<file path="src/rtl/rtc_pkg.sv">
package rtc_pkg;
  // word indices (byte address / 4)
  localparam logic [5:0] W_CNT   = 6'd0;
  localparam logic [5:0] W_MATCH = 6'd1;
  localparam logic [5:0] W_LOAD  = 6'd3;
  localparam logic [5:0] W_CTRL  = 6'd4;
  localparam logic [5:0] W_MASK  = 6'd5;
  localparam logic [5:0] W_RIS   = 6'd6;
  localparam logic [5:0] W_ICLR  = 6'd8;
  localparam logic [5:0] W_SUBM  = 6'd10;
  localparam logic [5:0] W_DATA0 = 6'd12;

  // control bit positions
  localparam int B_RTCEN = 0;
  localparam int B_HREQ  = 1;
  localparam int B_MWAKE = 3;
  localparam int B_PWAKE = 4;
  localparam int B_CLKEN = 6;
  localparam int B_RDY   = 31;

  localparam logic [31:0] CTRL_FIXED = 32'h0000_2000;

  typedef struct packed {
    logic rtc_en;
    logic hreq;
    logic mwake;
    logic pwake;
    logic clk_en;
  } ctrl_t;
endpackage

</file>
<file path="src/rtl/rtc_wrgate.sv">
module rtc_wrgate #(
  parameter int HOLD     = 3,
  parameter int WR_TICKS = 2
) (
  input  logic clk,
  input  logic rst_n,
  input  logic qrst,
  input  logic tick,
  input  logic wr_acc,
  output logic access_ok,
  output logic wr_ready
);
  localparam int HW = $clog2(HOLD + 1);
  localparam int BW = $clog2(WR_TICKS + 1);

  logic [HW-1:0] hold_q, hold_n;
  logic [BW-1:0] busy_q, busy_n;

  always_comb begin
    hold_n = hold_q;
    if (hold_q != '0) hold_n = hold_q - HW'(1);
  end

  always_comb begin
    busy_n = busy_q;
    if (qrst)                       busy_n = '0;
    else if (wr_acc)                busy_n = BW'(WR_TICKS);
    else if (tick && busy_q != '0)  busy_n = busy_q - BW'(1);
  end

  always_ff @(posedge clk or negedge rst_n) begin
    if (!rst_n) begin
      hold_q <= HW'(HOLD);
      busy_q <= '0;
    end else begin
      hold_q <= hold_n;
      busy_q <= busy_n;
    end
  end

  assign access_ok = (hold_q == '0);
  assign wr_ready  = (busy_q == '0);

  // an accepted write lowers the ready flag on the next cycle
  p_busy_after_write_r5: assert property (@(posedge clk) disable iff (!rst_n)
    (wr_acc && !qrst) |=> !wr_ready);

  // no write is accepted during the hold-off window
  p_hold_blocks_r1: assert property (@(posedge clk) disable iff (!rst_n)
    !access_ok |-> !wr_acc);
endmodule

</file>
<file path="src/rtl/rtc_counter.sv">
module rtc_counter #(
  parameter int SUB_W = 15
) (
  input  logic             clk,
  input  logic             rst_n,
  input  logic             qrst,
  input  logic             run,
  input  logic             tick,
  input  logic             load,
  input  logic [31:0]      load_val,
  output logic [31:0]      sec,
  output logic [SUB_W-1:0] sub
);
  logic [31:0]      sec_q, sec_n;
  logic [SUB_W-1:0] sub_q, sub_n;

  always_comb begin
    sec_n = sec_q;
    sub_n = sub_q;
    if (qrst) begin
      sec_n = '0;
      sub_n = '0;
    end else if (load) begin
      sec_n = load_val;
      sub_n = '0;
    end else if (run && tick) begin
      if (sub_q == '1) begin
        sub_n = '0;
        sec_n = sec_q + 32'd1;
      end else begin
        sub_n = sub_q + SUB_W'(1);
      end
    end
  end

  always_ff @(posedge clk or negedge rst_n) begin
    if (!rst_n) begin
      sec_q <= '0;
      sub_q <= '0;
    end else begin
      sec_q <= sec_n;
      sub_q <= sub_n;
    end
  end

  assign sec = sec_q;
  assign sub = sub_q;

  // sub-second rollover carries into seconds
  p_carry_r2: assert property (@(posedge clk) disable iff (!rst_n)
    (run && tick && !load && !qrst && sub_q == '1)
      |=> (sub_q == '0 && sec_q == $past(sec_q) + 32'd1));

  // a load sets seconds and clears the fraction
  p_load_r3: assert property (@(posedge clk) disable iff (!rst_n)
    (load && !qrst) |=> (sec_q == $past(load_val) && sub_q == '0));
endmodule

</file>
<file path="src/rtl/rtc_regs.sv">
module rtc_regs
  import rtc_pkg::*;
#(
  parameter int SUB_W  = 15,
  parameter int N_DATA = 16
) (
  input  logic             clk,
  input  logic             rst_n,
  input  logic             sys_rst_n,
  input  logic             bus_sel,
  input  logic             bus_wr,
  input  logic [7:0]       bus_addr,
  input  logic [31:0]      bus_wdata,
  input  logic             access_ok,
  input  logic             wr_ready,
  input  logic [31:0]      sec,
  input  logic [SUB_W-1:0] sub,
  output logic [31:0]      bus_rdata,
  output logic             wr_acc,
  output logic             load_stb,
  output ctrl_t            ctrl,
  output logic             wake_req,
  output logic             irq,
  output logic             qrst
);
  localparam logic [5:0] W_DEND = 6'(W_DATA0 + N_DATA);

  ctrl_t            ctrl_q, ctrl_n;
  logic [31:0]      match_q, match_n;
  logic [SUB_W-1:0] subm_q, subm_n;
  logic             mask_q, mask_n;
  logic             ris_q, ris_n;
  logic [31:0]      dat_q [N_DATA];
  logic [N_DATA-1:0] dat_we;

  logic [5:0] widx, doff;
  logic       aligned, is_ctrl, open_ok, rd_en, in_data, hit, clr;

  assign widx    = bus_addr[7:2];
  assign aligned = (bus_addr[1:0] == 2'b00);
  assign is_ctrl = (widx == W_CTRL);
  assign open_ok = access_ok && aligned && (is_ctrl || ctrl_q.clk_en);
  assign wr_acc  = bus_sel && bus_wr && open_ok && wr_ready;
  assign rd_en   = bus_sel && !bus_wr && open_ok;
  assign in_data = (widx >= W_DATA0) && (widx < W_DEND);
  assign doff    = widx - W_DATA0;

  assign qrst     = !sys_rst_n && !ctrl_q.rtc_en && !ctrl_q.pwake;
  assign load_stb = wr_acc && (widx == W_LOAD);
  assign hit      = ctrl_q.mwake && (sec == match_q) && (sub == subm_q);
  assign clr      = wr_acc && (widx == W_ICLR) && bus_wdata[0];

  always_comb begin
    ctrl_n  = ctrl_q;
    match_n = match_q;
    subm_n  = subm_q;
    mask_n  = mask_q;
    if (qrst) begin
      ctrl_n  = '0;
      match_n = '1;
      subm_n  = '0;
      mask_n  = 1'b0;
    end else if (wr_acc) begin
      case (widx)
        W_CTRL: begin
          ctrl_n.rtc_en = bus_wdata[B_RTCEN];
          ctrl_n.hreq   = bus_wdata[B_HREQ];
          ctrl_n.mwake  = bus_wdata[B_MWAKE];
          ctrl_n.pwake  = bus_wdata[B_PWAKE];
          ctrl_n.clk_en = bus_wdata[B_CLKEN];
        end
        W_MATCH: match_n = bus_wdata;
        W_SUBM:  subm_n  = bus_wdata[SUB_W-1:0];
        W_MASK:  mask_n  = bus_wdata[0];
        default: ;
      endcase
    end
  end

  always_comb begin
    if (qrst) ris_n = 1'b0;
    else      ris_n = hit || (ris_q && !clr);
  end

  always_comb begin
    for (int i = 0; i < N_DATA; i++)
      dat_we[i] = wr_acc && in_data && (doff == 6'(i));
  end

  always_ff @(posedge clk or negedge rst_n) begin
    if (!rst_n) begin
      ctrl_q  <= '0;
      match_q <= '1;
      subm_q  <= '0;
      mask_q  <= 1'b0;
      ris_q   <= 1'b0;
    end else begin
      ctrl_q  <= ctrl_n;
      match_q <= match_n;
      subm_q  <= subm_n;
      mask_q  <= mask_n;
      ris_q   <= ris_n;
    end
  end

  always_ff @(posedge clk or negedge rst_n) begin
    if (!rst_n) begin
      for (int i = 0; i < N_DATA; i++) dat_q[i] <= '0;
    end else begin
      for (int i = 0; i < N_DATA; i++) begin
        if (qrst)           dat_q[i] <= '0;
        else if (dat_we[i]) dat_q[i] <= bus_wdata;
      end
    end
  end

  always_comb begin
    bus_rdata = '0;
    if (rd_en) begin
      case (widx)
        W_CNT:   bus_rdata = sec;
        W_MATCH: bus_rdata = match_q;
        W_CTRL: begin
          bus_rdata          = CTRL_FIXED;
          bus_rdata[B_RDY]   = wr_ready;
          bus_rdata[B_RTCEN] = ctrl_q.rtc_en;
          bus_rdata[B_HREQ]  = ctrl_q.hreq;
          bus_rdata[B_MWAKE] = ctrl_q.mwake;
          bus_rdata[B_PWAKE] = ctrl_q.pwake;
          bus_rdata[B_CLKEN] = ctrl_q.clk_en;
        end
        W_MASK:  bus_rdata[0] = mask_q;
        W_RIS:   bus_rdata[0] = ris_q;
        W_SUBM: begin
          bus_rdata[SUB_W-1:0]     = subm_q;
          bus_rdata[16+SUB_W-1:16] = sub;
        end
        default: begin
          for (int i = 0; i < N_DATA; i++)
            if (in_data && doff == 6'(i)) bus_rdata = dat_q[i];
        end
      endcase
    end
  end

  assign ctrl     = ctrl_q;
  assign wake_req = ris_q;
  assign irq      = ris_q && mask_q;

  // writes arriving while not ready leave registers untouched
  p_drop_busy_r5: assert property (@(posedge clk) disable iff (!rst_n)
    (bus_sel && bus_wr && !wr_ready && !qrst)
      |=> ($stable(match_q) && $stable(ctrl_q) && $stable(mask_q)));

  // with the slow clock off only control can change
  p_gate_r4: assert property (@(posedge clk) disable iff (!rst_n)
    (bus_sel && bus_wr && !ctrl_q.clk_en && !is_ctrl && !qrst)
      |=> ($stable(match_q) && $stable(subm_q) && $stable(mask_q)));

  // an enabled match sets the sticky status next cycle
  p_hit_sets_r7: assert property (@(posedge clk) disable iff (!rst_n)
    (hit && !qrst) |=> ris_q);

  // a qualified system reset restores reset values
  p_qrst_clears_r10: assert property (@(posedge clk) disable iff (!rst_n)
    qrst |=> (ctrl_q == '0 && match_q == '1 && !ris_q));
endmodule

</file>
<file path="src/rtl/rtc_wake_top.sv">
module rtc_wake_top
  import rtc_pkg::*;
#(
  parameter int SUB_W    = 15,
  parameter int N_DATA   = 16,
  parameter int HOLD     = 3,
  parameter int WR_TICKS = 2
) (
  input  logic        clk,
  input  logic        rst_n,
  input  logic        sys_rst_n,
  input  logic        tick,
  input  logic        bus_sel,
  input  logic        bus_wr,
  input  logic [7:0]  bus_addr,
  input  logic [31:0] bus_wdata,
  output logic [31:0] bus_rdata,
  output logic        wake_req,
  output logic        irq,
  output logic        hib_req
);
  logic             access_ok, wr_ready, wr_acc, load_stb, qrst;
  ctrl_t            ctrl;
  logic [31:0]      sec;
  logic [SUB_W-1:0] sub;

  rtc_wrgate #(.HOLD(HOLD), .WR_TICKS(WR_TICKS)) u_gate (
    .clk(clk), .rst_n(rst_n), .qrst(qrst), .tick(tick), .wr_acc(wr_acc),
    .access_ok(access_ok), .wr_ready(wr_ready)
  );

  rtc_counter #(.SUB_W(SUB_W)) u_cnt (
    .clk(clk), .rst_n(rst_n), .qrst(qrst),
    .run(ctrl.clk_en && ctrl.rtc_en), .tick(tick),
    .load(load_stb), .load_val(bus_wdata), .sec(sec), .sub(sub)
  );

  rtc_regs #(.SUB_W(SUB_W), .N_DATA(N_DATA)) u_regs (
    .clk(clk), .rst_n(rst_n), .sys_rst_n(sys_rst_n),
    .bus_sel(bus_sel), .bus_wr(bus_wr), .bus_addr(bus_addr),
    .bus_wdata(bus_wdata), .access_ok(access_ok), .wr_ready(wr_ready),
    .sec(sec), .sub(sub), .bus_rdata(bus_rdata), .wr_acc(wr_acc),
    .load_stb(load_stb), .ctrl(ctrl), .wake_req(wake_req), .irq(irq),
    .qrst(qrst)
  );

  assign hib_req = ctrl.hreq;
endmodule

</file>
<file path="config.mk">
export PLATFORM = sky130hd
export DESIGN_NAME = rtc_wake_top
export DESIGN_NICKNAME = d
export VERILOG_FILES = /design/src/rtl/rtc_pkg.sv /design/src/rtl/rtc_wrgate.sv /design/src/rtl/rtc_counter.sv /design/src/rtl/rtc_regs.sv /design/src/rtl/rtc_wake_top.sv
export SDC_FILE = /design/constraint.sdc
export NUM_CORES = 1
export LEC_CHECK = 0
export CAP_MARGIN = 15
export CORE_ASPECT_RATIO = 0.6
export CORE_MARGIN = 10
export CORE_UTILIZATION = 44
export CTS_CLUSTER_DIAMETER = 60
export CTS_CLUSTER_SIZE = 8
export DETAILED_ROUTE_END_ITERATION = 10
export HOLD_SLACK_MARGIN = 0.05
export PLACE_DENSITY = 0.6
export REMOVE_ABC_BUFFERS = 1
export SKIP_CTS_REPAIR_TIMING = 1
export SYNTH_ARGS = -nofsm -noshare
export SYNTH_HDL_FRONTEND = slang
export SYNTH_SLANG_ARGS = --single-unit
</file>
<file path="constraint.sdc">
create_clock -name clk -period 5.72 [get_ports clk]
set_clock_uncertainty 0.1 [all_clocks]
set_input_delay 1.716 -clock clk [delete_from_list [all_inputs] [get_ports clk]]
set_output_delay 1.716 -clock clk [all_outputs]
set_load 0.05 [all_outputs]
</file>
==> impl_metrics.csv, run 1 <==
group,metric,value,unit
place,place_area,34300,um2
sta,worstMarginPinSlew,1200,ps
final_layout,area_growth,22.7,%
place,post-place-ws,-545,ps
clocking,cts_root_buf,"clkbuf_16",
global_routing,grt_usage,30.4,%
synthesis,yosysWarnings,0,
floorplan,die_y,224,um
setup_path,crit_path_start,"bus_addr[6]",
floorplan,ios,81,
flow_run,drv_cap,0,
synthesis,synth_ff_type,"dfrtp_1",
sta,fin_tns_setup,-5.56,ps
global_routing,grt_pass1_vias,28000,
worst_hold_path,whs_path_depth,2,
setup_path,rrSetupSlack,2260,ps
sta,maxSlewViolCount,0,
setup_path,arrival,3910,ps
final_layout,multi_input_area,14300,um2
floorplan,start_util,44.6,%
final_layout,fillers,6041,
sta,relSlewSlack,19.9,%
sta,finalWorstSetupSlack,-3.76,ps
place,gp_congestion,1.00,
sta,period_needed,5720,ps
final_layout,drive_gt1_share,16.5,%
setup_path,cp-start-kind,"input port",
synthesis,synth_most_common_cell,"nand2_1",
synthesis,ys_types,74,
synthesis,async_reset_ff_share,100,%
floorplan,rows,74,
worst_hold_path,holdCritStartpoint,"u_regs.dat_q[34]",
floorplan,core_area,68300,um2
routing,wl,126000,um
floorplan,die_x,360,um
place,portBuffers,80,
clocking,cts_buffer_depth,3,
synthesis,syn_avg_cell_area,9.02,um2
floorplan,die_area,80600,um2
outcome,violations,"negative setup slack",
global_routing,grt-ovfl-total,0,
routing,vias,28300,
clocking,cts_tree,"yes",
final_layout,final_nets,3575,
outcome,outcome,"finished with violations",
synthesis,synth_cells,3380,
clocking,clkLatencyLatePin,670,ps
power,powerDensity,272,nW/um2
clocking,clock_sinks,617,
routing,avgViaCountPerCell,6.30,
synthesis,synth_top_area_share,47.8,%
final_layout,final_cell_count_no_fill,4483,
routing,dr.pass1.iters,7,
synthesis,synth_largest_area_cell,"dfrtp_1",
place,place_inst,4333,
synthesis,ys_top_cells_by_count,"nand2_1 (720), dfrtp_1 (583), o21ai_0 (346), a21oi_1 (302), nor2_1 (252)",
setup_path,path_class,"input port to output pin",
clocking,cts_max_level,3,
synthesis,ys_seq_area_share,50.8,%
power,vdd_drop_max,0.000227,V
sta,rsz0062_at_grt,"yes",
sta,fmax,0.175,GHz
place,place_hpwl,84600,um
synthesis,synthTopCellsByArea,"dfrtp_1 (48%), nand2_1 (8.9%), o21ai_0 (5.7%)",
synthesis,synth_area,30500,um2
power,leakage,15.9,nW
routing,drtIter0Drc,3861,
setup_path,worstPathMaxFanout,6,
setup_path,cp-end-kind,"output pin",
worst_hold_path,hold_path_class,"flop to flop",
sta,setup_viol,2,
routing,wire_per_inst,28.1,um
synthesis,synth_edf_count,0,
clocking,cts.clk_slew.worst_paths,50,ps
sta,hold_violations,0,
global_routing,antenna_found_initial,2,
final_layout,final_area,37400,um2
sta,final.period_utilization,100,%
clocking,cts_made_buffers,88,
routing,ant_nets,0,
setup_path,r2r_cells,10,
setup_path,critPathRequiredTime,3900,ps
routing,drc_errors,0,
global_routing,grt_pass1_wl,186000,um
synthesis,synth-seq-cells,617,
global_routing,grt_max_degree,115,
final_layout,regArea,15500,um2
setup_path,r2r-start,"u_gate.hold_q[0]",
[worst paths after layout]
kind,to
setup reg to reg,u_regs.dat_q[354]
max in group asynchronous,u_regs.dat_q[349]
hold reg to reg,u_regs.dat_q[34]
min in group asynchronous,u_regs.dat_q[122]
hold / removal,u_regs.dat_q[34]
setup / recovery,bus_rdata[27]
[flip-flops by register name, indices dropped and copies added (netlist names), 2 cells and up]
signal          flops
u_cnt.sub          15
u_gate.busy_q       2
u_regs.subm_q      15
u_regs.match_q     32
u_gate.hold_q       2
u_cnt.sec          32
u_regs.ctrl         5
u_regs.dat_q      512
[power by group]
group / internal [mW] / leakage (nW) / switching [mW]
Combinational: 0.223 / 6.33 / 0.452
Clock: 2.89 / 1.22 / 2.08
Sequential: 4.47 / 8.36 / 0.0725
Total: 7.58 / 15.9 / 2.60
[worst max-delay path, stage by stage]
cell,delay (ps)
dlymetal6s2s_1,140
buf_6,130
or4_4,560
nor2_4,280
buf_12,160
clkbuf_16,160
a222oi_1,170
a41oi_1,280
buf_4,170
buf_12,130
[through the flow]
stage                     utilization (%)  total power [mW]  hold WS (ps)
after floorplan                         -              4.81           342
after global placement               50.1              5.24           355
after detailed placement             50.1              5.26           365
after CTS                            53.9              10.2           376
after global routing                 54.7              10.5           399
final                                54.8              10.2           372
[logic make-up (layout without fill, tap and decap cells)]
logic type,Yosys count,in the layout,share of synthesized area [%]
xor+xnor,89,89,2.56
other cells,0,1,0
mux,172,172,6.77
flops,617,617,50.8
buf+inv,308,498,4.12
compound gates,954,954,18.1
fa+ha+maj,4,4,0.164
simple gates,1236,1236,17.5
[cell usage in the layout, fill, tap and decap left out, types with 76 or more instances in the layout]
cell       Yosys  final
nor2_1       252    242
nand3_1       99     94
o21ai_0      346    341
dfrtp_1      583    583
a22oi_1       82     80
buf_4          7    200
a21oi_1      302    292
clkbuf_16      0     91
buf_12         0     76
nand2_1      720    717
mux2i_1      113    113
[routing by layer]
layer | vias up | GRT usage (%) | part of all wire (%)
met5 | - | 0 | 0
met4 | 0 | 11.6 | 3.7
met3 | 274 | 7.95 | 12
met2 | 1753 | 42.4 | 41
met1 | 14100 | 44.6 | 44
li1 | 12100 | - | -
[final cells by class]
| class | count | share of cell area [%] |
|---|---|---|
| Antenna cell | 1 | 0.00669 |
| Timing Repair Buffer | 351 | 10.4 |
| Tap cell | 912 | 3.05 |
| Clock buffer | 125 | 6.26 |
| Inverter | 12 | 0.120 |
| Sequential cell | 617 | 41.4 |
| Clock inverter | 10 | 0.595 |
| Multi-Input combinational cell | 2455 | 38.2 |
(Power assumes the default switching activity.)
==> run 2, diff against run 1 <==
Settings changed: PLACE_DENSITY 0.6 to 0.59.
==> impl_metrics.csv, run 2 (same netlist as run 1, synthesis figures left out) <==
group,metric,value,unit
outcome,violations,"negative setup slack",
routing,wl,126000,um
floorplan,ios,81,
power,p_total,10.0,mW
sta,finalWorstSetupSlack,-34.3,ps
place,portBuffers,80,
place,place_hpwl,82100,um
power,power_frac_comb,6.7,%
power,p_sw_share,25.2,%
power,p_int,7.51,mW
worst_hold_path,hold_path_class,"flop to flop",
global_routing,grt_pass1_wl,184000,um
routing,avgViaCountPerCell,6.30,
sta,period_needed,5750,ps
power,p_seq_share,45.2,%
clocking,clkLatencyLatePin,660,ps
routing,vias,28200,
flow_run,drv_cap,0,
clocking,cts_tree,"yes",
final_layout,area_growth,22.4,%
place,gp_congestion,0.972,
sta,relSlewSlack,20.9,%
clocking,cts_buffer_depth,3,
clocking,cts.clk_slew.worst_paths,50,ps
sta,fmax,0.174,GHz
setup_path,cp-start-kind,"input port",
power,leakage,15.8,nW
sta,setup_viol,5,
setup_path,arrival,3940,ps
routing,drc_errors,0,
place,post-place-ws,-456,ps
setup_path,path_class,"input port to output pin",
floorplan,die_x,360,um
power,clock_power_share,48.0,%
floorplan,rows,74,
global_routing,grt_max_degree,134,
floorplan,die_area,80600,um2
floorplan,core_area,68300,um2
final_layout,largest_reg_flops,512,
global_routing,antenna_found_initial,5,
sta,worstMarginPinSlew,1180,ps
setup_path,critPathRequiredTime,3900,ps
sta,hold_violations,0,
clocking,cts_made_buffers,87,
clocking,clock_sinks,617,
global_routing,grt_usage,30.2,%
routing,wire_per_inst,28.3,um
final_layout,layout_commonest_cell,"nand2_1",
final_layout,largest_register,"u_regs.dat_q",
final_layout,final_nets,3557,
sta,maxSlewViolCount,0,
routing,drtIter0Drc,3933,
sta,rsz0062_at_grt,"yes",
clocking,cts_max_level,3,
clocking,cts_root_buf,"clkbuf_16",
power,powerDensity,269,nW/um2
routing,dr.pass1.iters,8,
global_routing,grt_pass1_vias,27000,
sta,final.period_utilization,101,%
power,p_sw,2.53,mW
global_routing,grt-ovfl-total,0,
power,vdd_drop_max,0.000211,V
final_layout,final_cell_mix,"nand2_1 (712), dfrtp_1 (583), o21ai_0 (340)",
outcome,outcome,"finished with violations",
routing,ant_nets,0,
setup_path,cp-end-kind,"output pin",
setup_path,worstPathMaxFanout,6,
final_layout,drive_gt1_share,16.5,%
floorplan,die_y,224,um
floorplan,start_util,44.6,%
-- run 2: path summary, 6_finish.rpt --
check	start	endpoint	slack [ps]	cells past startpoint
setup / recovery	bus_addr[5]	bus_rdata[17]	-30	13
hold / removal	u_regs.dat_q[151]	u_regs.dat_q[151]	370	2
setup reg to reg	u_gate.hold_q[1]	u_regs.dat_q[101]	2240	12
hold reg to reg	u_regs.dat_q[151]	u_regs.dat_q[151]	370	2
max in group asynchronous	rst_n	u_regs.dat_q[412]	3350	2
min in group asynchronous	rst_n	u_regs.dat_q[466]	1000	1
-- run 2: layout make-up --
cell class	instances	area [um2]
Sequential cell	617	15500
Clock buffer	131	2370
Multi-Input combinational cell	2455	14400
Inverter	12	45.0
Fill cell	6050	31000
Antenna cell	2	5.00
Tap cell	912	1140
Timing Repair Buffer	334	3850
Clock inverter	5	47.5
-- run 2: critical path, cell delays in order --
cell and delay [ps]:
buf_2 120, buf_6 120, buf_6 120, or4_4 590, nor2_4 200, buf_12 180
buf_4 120, a22oi_1 80, nand2_1 140, nor3_1 60, nor3_1 170, buf_4 170
buf_12 130
-- run 2: power groups by stage --
| stage | registers [mW] | logic (mW) | clock network (mW) |
|---|---|---|---|
| 2_1_floorplan | 4.59 | 0.229 | 0 |
| 3_3_place_gp | 4.60 | 0.633 | 0 |
| 3_5_place_dp | 4.61 | 0.644 | 0 |
| 4_1_cts | 4.54 | 0.647 | 4.85 |
| 5_1_grt | 4.54 | 0.728 | 5.06 |
| 6_report | 4.54 | 0.678 | 4.82 |
-- run 2: metrics by stage --
stage                      TNS, ps  utilization [%]  std cells  instance area, um2  hold slack [ps]
after floorplan           -7811600                -       3084               29300              342
after global placement      -10440             49.9       4306               34100              355
after detailed placement     -9710             49.9       4306               34100              365
after CTS                   -10280             53.5       4442               36500              376
after global routing          -396             54.6       4466               37300              397
final                        -89.1             54.6       4468               37300              370
-- run 2: per-layer routing --
metal / up-vias / wire length [um] / global-route usage (%) / part of all wire [%]
met4: 4 / 4150 / 9.62 / 3.3
li1: 12100 / - / - / -
met3: 251 / 15200 / 7.88 / 12
met1: 14100 / 54900 / 44.2 / 43
met5: - / 29 / 0 / 0.023
met2: 1756 / 52000 / 43.1 / 41
